**src/rtl/membus_pkg.sv**
```systemverilog
// Shared types for the wait-state memory bus master.
package membus_pkg;

    // Bus cycle phases; order only matters for readability.
    typedef enum logic [1:0] {
        ST_IDLE   = 2'd0,
        ST_SETUP  = 2'd1,
        ST_STROBE = 2'd2,
        ST_FINISH = 2'd3
    } bus_state_t;

endpackage

```
**src/rtl/membus_seq.sv**
```systemverilog
// Cycle sequencer: idle -> setup (address/data out, strobes high) ->
// strobe low for at least MIN_LOW cycles and until ready -> finish.
// Assumes MIN_LOW >= 1 and a synchronous active-low reset.
module membus_seq
    import membus_pkg::*;
#(
    parameter int MIN_LOW = 2
) (
    input  logic       clk,
    input  logic       rst_n,
    input  logic       req_valid,
    input  logic       mem_rdy,
    output bus_state_t state,
    output logic       accept,
    output logic       capture
);
    localparam int CW = $clog2(MIN_LOW + 1);
    localparam logic [CW-1:0] LOW_LAST = CW'(MIN_LOW - 1);

    logic [CW-1:0] low_cnt;
    logic          low_met;

    // Minimum strobe time has elapsed in the current strobe cycle.
    always_comb low_met = (low_cnt >= LOW_LAST);

    // Handshake and capture strobes decoded from the phase.
    always_comb begin
        accept  = (state == ST_IDLE) && req_valid;
        capture = (state == ST_STROBE) && mem_rdy && low_met;
    end

    // Phase register and strobe-low counter.
    always_ff @(posedge clk) begin
        if (!rst_n) begin
            state   <= ST_IDLE;
            low_cnt <= '0;
        end else begin
            case (state)
                ST_IDLE: begin
                    if (req_valid) state <= ST_SETUP;
                end
                ST_SETUP: begin
                    state   <= ST_STROBE;
                    low_cnt <= '0;
                end
                ST_STROBE: begin
                    if (mem_rdy && low_met) state <= ST_FINISH;
                    else if (!low_met)      low_cnt <= low_cnt + 1'b1;
                end
                default: state <= ST_IDLE;
            endcase
        end
    end


    low_cnt_bound_chk: assert property (@(posedge clk) disable iff (!rst_n)
        (state != ST_STROBE) |=> (state != ST_FINISH) || $past(state == ST_STROBE));

endmodule

```
**src/rtl/membus_datapath.sv**
```systemverilog
// Request latches and read capture register. Holds the address and write
// byte for the whole bus cycle; samples the data bus on the capture pulse.
// Assumes accept and capture never occur in the same cycle.
module membus_datapath #(
    parameter int AW = 16,
    parameter int DW = 8
) (
    input  logic          clk,
    input  logic          rst_n,
    input  logic          accept,
    input  logic          capture,
    input  logic          req_write,
    input  logic [AW-1:0] req_addr,
    input  logic [DW-1:0] req_wdata,
    input  logic [DW-1:0] bus_din,
    output logic          is_write,
    output logic [AW-1:0] bus_addr,
    output logic [DW-1:0] bus_dout,
    output logic [DW-1:0] rd_data
);
    // Latch the request fields when a new cycle is accepted.
    always_ff @(posedge clk) begin
        if (!rst_n) begin
            is_write <= 1'b0;
            bus_addr <= '0;
            bus_dout <= '0;
        end else if (accept) begin
            is_write <= req_write;
            bus_addr <= req_addr;
            bus_dout <= req_wdata;
        end
    end

    // Sample returned data while the read strobe is still low.
    always_ff @(posedge clk) begin
        if (!rst_n)                   rd_data <= '0;
        else if (capture && !is_write) rd_data <= bus_din;
    end


    no_overlap_chk: assert property (@(posedge clk) disable iff (!rst_n)
        !(accept && capture));

endmodule

```
**src/rtl/membus_master.sv**
```systemverilog
// Top of the wait-state memory bus master. Runs one read or write at a
// time on a separate address/data/strobe bus; strobe length follows the
// memory ready input. Data bus is split into out/enable/in for pad logic.
module membus_master
    import membus_pkg::*;
#(
    parameter int AW      = 16,
    parameter int DW      = 8,
    parameter int MIN_LOW = 2
) (
    input  logic          clk,
    input  logic          rst_n,
    input  logic          req_valid,
    input  logic          req_write,
    input  logic [AW-1:0] req_addr,
    input  logic [DW-1:0] req_wdata,
    output logic          req_ready,
    output logic          done,
    output logic [DW-1:0] rd_data,
    output logic [AW-1:0] bus_addr,
    output logic [DW-1:0] bus_dout,
    output logic          bus_oe,
    input  logic [DW-1:0] bus_din,
    output logic          rd_n,
    output logic          wr_n,
    input  logic          mem_rdy
);
    bus_state_t state;
    logic       accept;
    logic       capture;
    logic       is_write;

    membus_seq #(.MIN_LOW(MIN_LOW)) u_seq (
        .clk       (clk),
        .rst_n     (rst_n),
        .req_valid (req_valid),
        .mem_rdy   (mem_rdy),
        .state     (state),
        .accept    (accept),
        .capture   (capture)
    );

    membus_datapath #(.AW(AW), .DW(DW)) u_dp (
        .clk       (clk),
        .rst_n     (rst_n),
        .accept    (accept),
        .capture   (capture),
        .req_write (req_write),
        .req_addr  (req_addr),
        .req_wdata (req_wdata),
        .bus_din   (bus_din),
        .is_write  (is_write),
        .bus_addr  (bus_addr),
        .bus_dout  (bus_dout),
        .rd_data   (rd_data)
    );

    // Decode strobes, output enable and handshake from the phase.
    always_comb begin
        req_ready = (state == ST_IDLE);
        done      = (state == ST_FINISH);
        rd_n      = !((state == ST_STROBE) && !is_write);
        wr_n      = !((state == ST_STROBE) && is_write);
        bus_oe    = is_write && (state != ST_IDLE);
    end


    strobe_excl_chk: assert property (@(posedge clk) disable iff (!rst_n)
        !(!rd_n && !wr_n));


    read_no_drive_chk: assert property (@(posedge clk) disable iff (!rst_n)
        !rd_n |-> !bus_oe);


    addr_hold_chk: assert property (@(posedge clk) disable iff (!rst_n)
        (!rd_n || !wr_n) |-> $stable(bus_addr));


    wdata_setup_chk: assert property (@(posedge clk) disable iff (!rst_n)
        $fell(wr_n) |-> ($past(bus_oe) && $stable(bus_dout)));


    done_pulse_chk: assert property (@(posedge clk) disable iff (!rst_n)
        done |=> !done);


    done_after_release_chk: assert property (@(posedge clk) disable iff (!rst_n)
        done |-> (rd_n && wr_n && $past(!rd_n || !wr_n)));


    busy_hold_chk: assert property (@(posedge clk) disable iff (!rst_n)
        (!req_ready && !done) |=> $stable(bus_addr));

    generate
        if (MIN_LOW >= 2) begin : g_min_low

            min_low_chk: assert property (@(posedge clk) disable iff (!rst_n)
                ($fell(rd_n) || $fell(wr_n)) |=> (!rd_n || !wr_n));
        end
    endgenerate

endmodule

```
**config.mk**
```make
export PLATFORM = sky130hd
export DESIGN_NAME = membus_master
export DESIGN_NICKNAME = d
export VERILOG_FILES = /design/src/rtl/membus_pkg.sv /design/src/rtl/membus_seq.sv /design/src/rtl/membus_datapath.sv /design/src/rtl/membus_master.sv
export SDC_FILE = /design/constraint.sdc
export NUM_CORES = 1
export LEC_CHECK = 0
export BUFFER_PORTS_ARGS = -buffer_cell sky130_fd_sc_hd__buf_2
export CORE_MARGIN = 2
export CORE_UTILIZATION = 45
export DETAILED_ROUTE_END_ITERATION = 12
export PLACE_DENSITY = 0.78
export SLEW_MARGIN = 20
export SYNTH_ARGS = -nofsm -noshare
export SYNTH_HDL_FRONTEND = slang
export SYNTH_SLANG_ARGS = --single-unit
export TNS_END_PERCENT = 100
```
**constraint.sdc**
```tcl
create_clock -name clk -period 2.7 [get_ports clk]
set_clock_uncertainty 0.2 [all_clocks]
set_input_delay 0.81 -clock clk [delete_from_list [all_inputs] [get_ports clk]]
set_output_delay 0.81 -clock clk [all_outputs]
set_load 0.01 [all_outputs]
```
* Yosys cells after proc, flatten, opt, wreduce, memory -nomap -nowiden *
Cells that the tools add are included.

word-level totals
  output and inout bits = 37
  register bits after elaboration = 37
  logic and storage cells = 37

operators by class
  eq/ne operators = 7
  mux-type cells = 6
  order comparisons = 1
  reductions and logical operators = 16
  add/subtract/negate cells = 1

operators by type and width
  kind                 count
  $logic_and 1x1->1    8
  $mux 2               4
  $ne 2x2->1 const B   3
  $pmux 2 s3           1
  $eq 2x2->1 const B   2
  $pmux 2 s2           1
  $reduce_bool 2->1    2
  $logic_not 1->1      3
  $reduce_and 3->1     1
  $add 2x1->2 const B  1
  $eq 2x1->1 const B   1
  $ge 2x1->1 const B   1
  $logic_not 2->1      1
  $ne 2x1->1 const B   1
  $reduce_and 2->1     1

* Depth between registers and ports, before layout *
  depth after elaboration = 4
  gate-level depth with buffers = 7
  depth with buffers taken out = 5

* Modules after synthesis *
A second synthesis with hierarchy kept.

unflattened totals
  cell total of the unflattened synthesis = 151
  area, all modules = 1581.5 um^2

by module, submodules not included
  module           area each (um^2)  cells an instance  seq. area each (um^2)  times used
  membus_datapath  1290.0            116                660.6                  1
  membus_seq       256.5             30                 80.1                   1
  membus_master    35.0              5                  0.0                    1

* Least setup slack after synthesis *
Ideal clock, no wire load.

  kind = flip-flop to output port
  start point = reg u_seq.state[0]
  end point = out bus_oe
  buffers on the path = 0
  cell stages (with the launch flop) = 4
  arrival time = 882 ps
  setup slack = 808 ps
  data required time = 1690 ps
  cells stage by stage = dfxtp_1 > inv_1 > ha_1 > nor2b_1

on the way
  longest elaborated chain between the ends = 2

ends and longest elaborated chain
  item                      RTL line             text
  start: declaration        membus_seq.sv:13     output bus_state_t state,
  start signal: assignment  membus_seq.sv:35     state <= ST_IDLE;
  start signal: assignment  membus_seq.sv:40     if (req_valid) state <= ST_SETUP;
  start signal: assignment  membus_seq.sv:43     state <= ST_STROBE;
  $reduce_bool 2->1         membus_master.sv:64  bus_oe = is_write && (state != ST_IDLE);
  $logic_and 1x1->1         membus_master.sv:64
  end: declaration          membus_master.sv:22  output logic bus_oe,

Every way passes these cells.

* Worst setup path after layout *
  start point = reg u_seq.state[0]
  end point = out rd_n

on the way
  longest elaborated chain between the ends = 3

ends and longest elaborated chain
  item               RTL line             text
  $eq 2x2->1         membus_master.sv:62  rd_n = !((state == ST_STROBE) && !is_write);
  $logic_and 1x1->1  membus_master.sv:62
  $logic_not 1->1    membus_master.sv:62
  end: declaration   membus_master.sv:24  output logic rd_n,

Every way passes these cells.

==> key figures <==
Outcome
  – Status: finished, final reports clean

CTS
  – Htree depth: 2
  – Cts bufs inserted: 5
  – CTS Buffer Depth: 2
  – CTS Root Cell: clkbuf_4
  – Worst-Skew Late Latency: 0.33 ns
  – TritonCTS clock tree: built
  – Sink Count: 37
  – Worst-path clk slew: 0.11 ns
  – Cts repair resizes: 0
  – Postcts setup bufs: 0
  – Cts hold-fix bufs: 0

Yosys
  – Cell taking the most area after synthesis: dfxtp_1
  – Top cells by area, synth: dfxtp_1 48%, nand2_1 13%, a21boi_0 11%, mux2i_1 5.9%, ha_1 4.1%
  – Post-synth ARST share: 0%
  – Post-Syn Nets: 211
  – Synthesized netlist cell count: 169
  – Post-Syn Area: 0.00154 mm2
  – Synthesized flop and latch total: 37
  – Sequential share of the synthesized area: 48.2%
  – YS warnings: 0
  – Yosys cell types: 24
  – Number of synthesized flops with an enable pin: 0
  – Primary FF master, synth: dfxtp_1
  – Count leader, synth: nand2_1
  – Mapped Avg Cell Area: 9.10 um2
  – Yosys top cell area share: 48.2%
  – Synth cell count leaders: 54 x nand2_1, 37 x dfxtp_1, 23 x a21boi_0, 10 x nor2b_1, 9 x mux2i_1

STA
  – TNS Setup: 0 ns
  – Slew headroom: 65.1%
  – Final Hold Viols: 0
  – Final setup fails: 0
  – Period utilization: 87.4%
  – Setup ws final: 0.340 ns
  – RSZ-0062 raised after global routing: false
  – Final Max Slew Viols: 0
  – Hold WS: 0.256 ns
  – Slew @ Worst Pin: 0.523 ns
  – Period minus WS final: 2.36 ns
  – Max Clock Freq: 424 MHz

Routing
  – Final wirelength: 2.97 mm
  – TritonRoute pass-1 iters: 4
  – Via density: 4.55
  – DRC viols: 0
  – Via count: 1311
  – Detailed-route wire length per cell: 10.3 um
  – Starting DRT DRC Count: 62
  – Post-route ant nets: 0

Layout
  – Area Growth Syn to Fin: 29.3%
  – Ratio of cells with drive above 1 in the final layout: 35.5%
  – Nets: 283
  – Final core utilization: 60.1%
  – # diodes: 0

Global route
  – Largest net degree at the start of global routing: 39
  – GRT overflow: 0
  – Total track usage: 17.0%
  – First-pass GRT wire length: 5.33 mm
  – Vias in the first global route: 1281
  – Initial antenna violation count: 0

Worst setup path
  – Worst R2R Setup Slack: 0.96 ns
  – Critical path launch point type: flip-flop
  – RR Endpoint: u_seq.low_cnt[0]
  – Worst setup path class: reg2out
  – Reg2Reg Depth: 5
  – Worst path arrival time: 1.35 ns
  – Worst-path maximum fanout: 5
  – Critical Path RT: 1.69 ns
  – Setup crit end kind: primary output
  – Reg2reg start: u_seq.state[1]

Die
  – Die width: 62.5 um
  – Core Footprint: 0.00331 mm2
  – FP Rows: 21
  – Die area: 0.00390 mm2
  – Die Span Y: 62.5 um
  – Initial Util: 46.4%
  – I/O pins: 74

Placement
  – RePlAce Congestion: 0.753
  – PortBufs: 73
  – DPL Wire Length: 2.08 mm
  – Pre-CTS setup slack: 0.703 ns

Hold path
  – HP Start: u_dp.bus_addr[13]
  – Worst min path class: reg2reg
  – Hold path depth: 2
  – WHS Endpoint: u_dp.bus_addr[13]

Job
  – MaxCap Viol Count: 0

Power and ir drop
  – Lkg Pwr: 0.000914 uW
  – Max IR drop VDD: 442 uV
  – Pwr/cell area: 764 mW/mm2
[how the worst max path moves through the flow]
stage | start | cells past startpoint | to | slack (ns)
after floorplan | u_seq.state[0] | 3 | bus_oe | 0.81
after global placement | u_seq.state[0] | 4 | rd_n | 0.71
after detailed placement | u_seq.state[0] | 4 | rd_n | 0.70
after CTS | u_seq.state[0] | 4 | rd_n | 0.31
after global routing | u_seq.state[1] | 4 | bus_oe | 0.24
final | u_seq.state[0] | 4 | rd_n | 0.34
[where the power goes]
group          total (uW)  switching (uW)  internal [uW]
sequential            680            46.9            633
combinational         517             297            220
clock                 322             171            151
total                1520             514           1000
[routing by layer]
layer	global-route usage (%)	wire, um
met1	20.1	1390
met2	28.0	1250
met3	4.68	284
met4	9.17	46
met5	0	0
[critical path, stage by stage (launching register included)]
cell and delay [ns]:
dfxtp_1 0.33, inv_1 0.10, ha_1 0.22, or2b_1 0.23, buf_2 0.13
[cell usage in the layout, fill, tap and decap left out]
cell type	Yosys	routed
buf_2	3	73
a21boi_1	4	4
inv_1	5	5
and4bb_2	1	1
clkbuf_8	0	2
nor2b_1	10	10
nand2_1	54	54
o21ai_0	2	2
and2_1	1	1
dfxtp_1	37	37
ha_1	5	5
mux2i_1	9	9
a211o_2	1	1
clkbuf_4	0	5
nand4b_1	1	1
nor2b_4	1	1
or4b_1	1	1
buf_4	2	2
o211a_1	1	1
nand2b_1	1	1
or2b_1	1	1
a21oi_1	1	1
clkinv_2	0	1
a21boi_0	23	23
[state kept, by name (all words and copies together), names as in the netlist]
signal and flops:
u_dp.is_write 1, u_seq.low_cnt 2, u_dp.bus_dout 8, u_seq.state 2
u_dp.bus_addr 16, u_dp.rd_data 8
[logic make-up after synthesis]
group / after synthesis / synth area share, %
AOI/OAI and AO/OA: 32 / 15.5
adders and majority gates: 5 / 4.07
DFF: 37 / 48.2
buffers and inverters: 15 / 4.96
muxes: 9 / 5.86
and+or+nand+nor: 71 / 21.5
[area by class of cell]
cell class | count | area, um2
multi-input cells | 117 | 721
repair buffers | 75 | 380
clock inverters | 1 | 5.00
well taps | 46 | 57.6
fillers | 322 | 1320
clock buffers | 7 | 65.1
flip-flops and latches | 37 | 741
inverters | 5 | 18.8
[metrics by stage]
step / instance area [um2] / power (uW) / std cells
6_report: 1990 / 1520 / 288
5_1_grt: 1990 / 1650 / 288
4_1_cts: 1990 / 1550 / 288
3_5_place_dp: 1920 / 1220 / 280
3_3_place_gp: 1920 / 1210 / 280
2_1_floorplan: 1540 / 1050 / 169
Note: power is estimated with default switching activity, not from simulation.
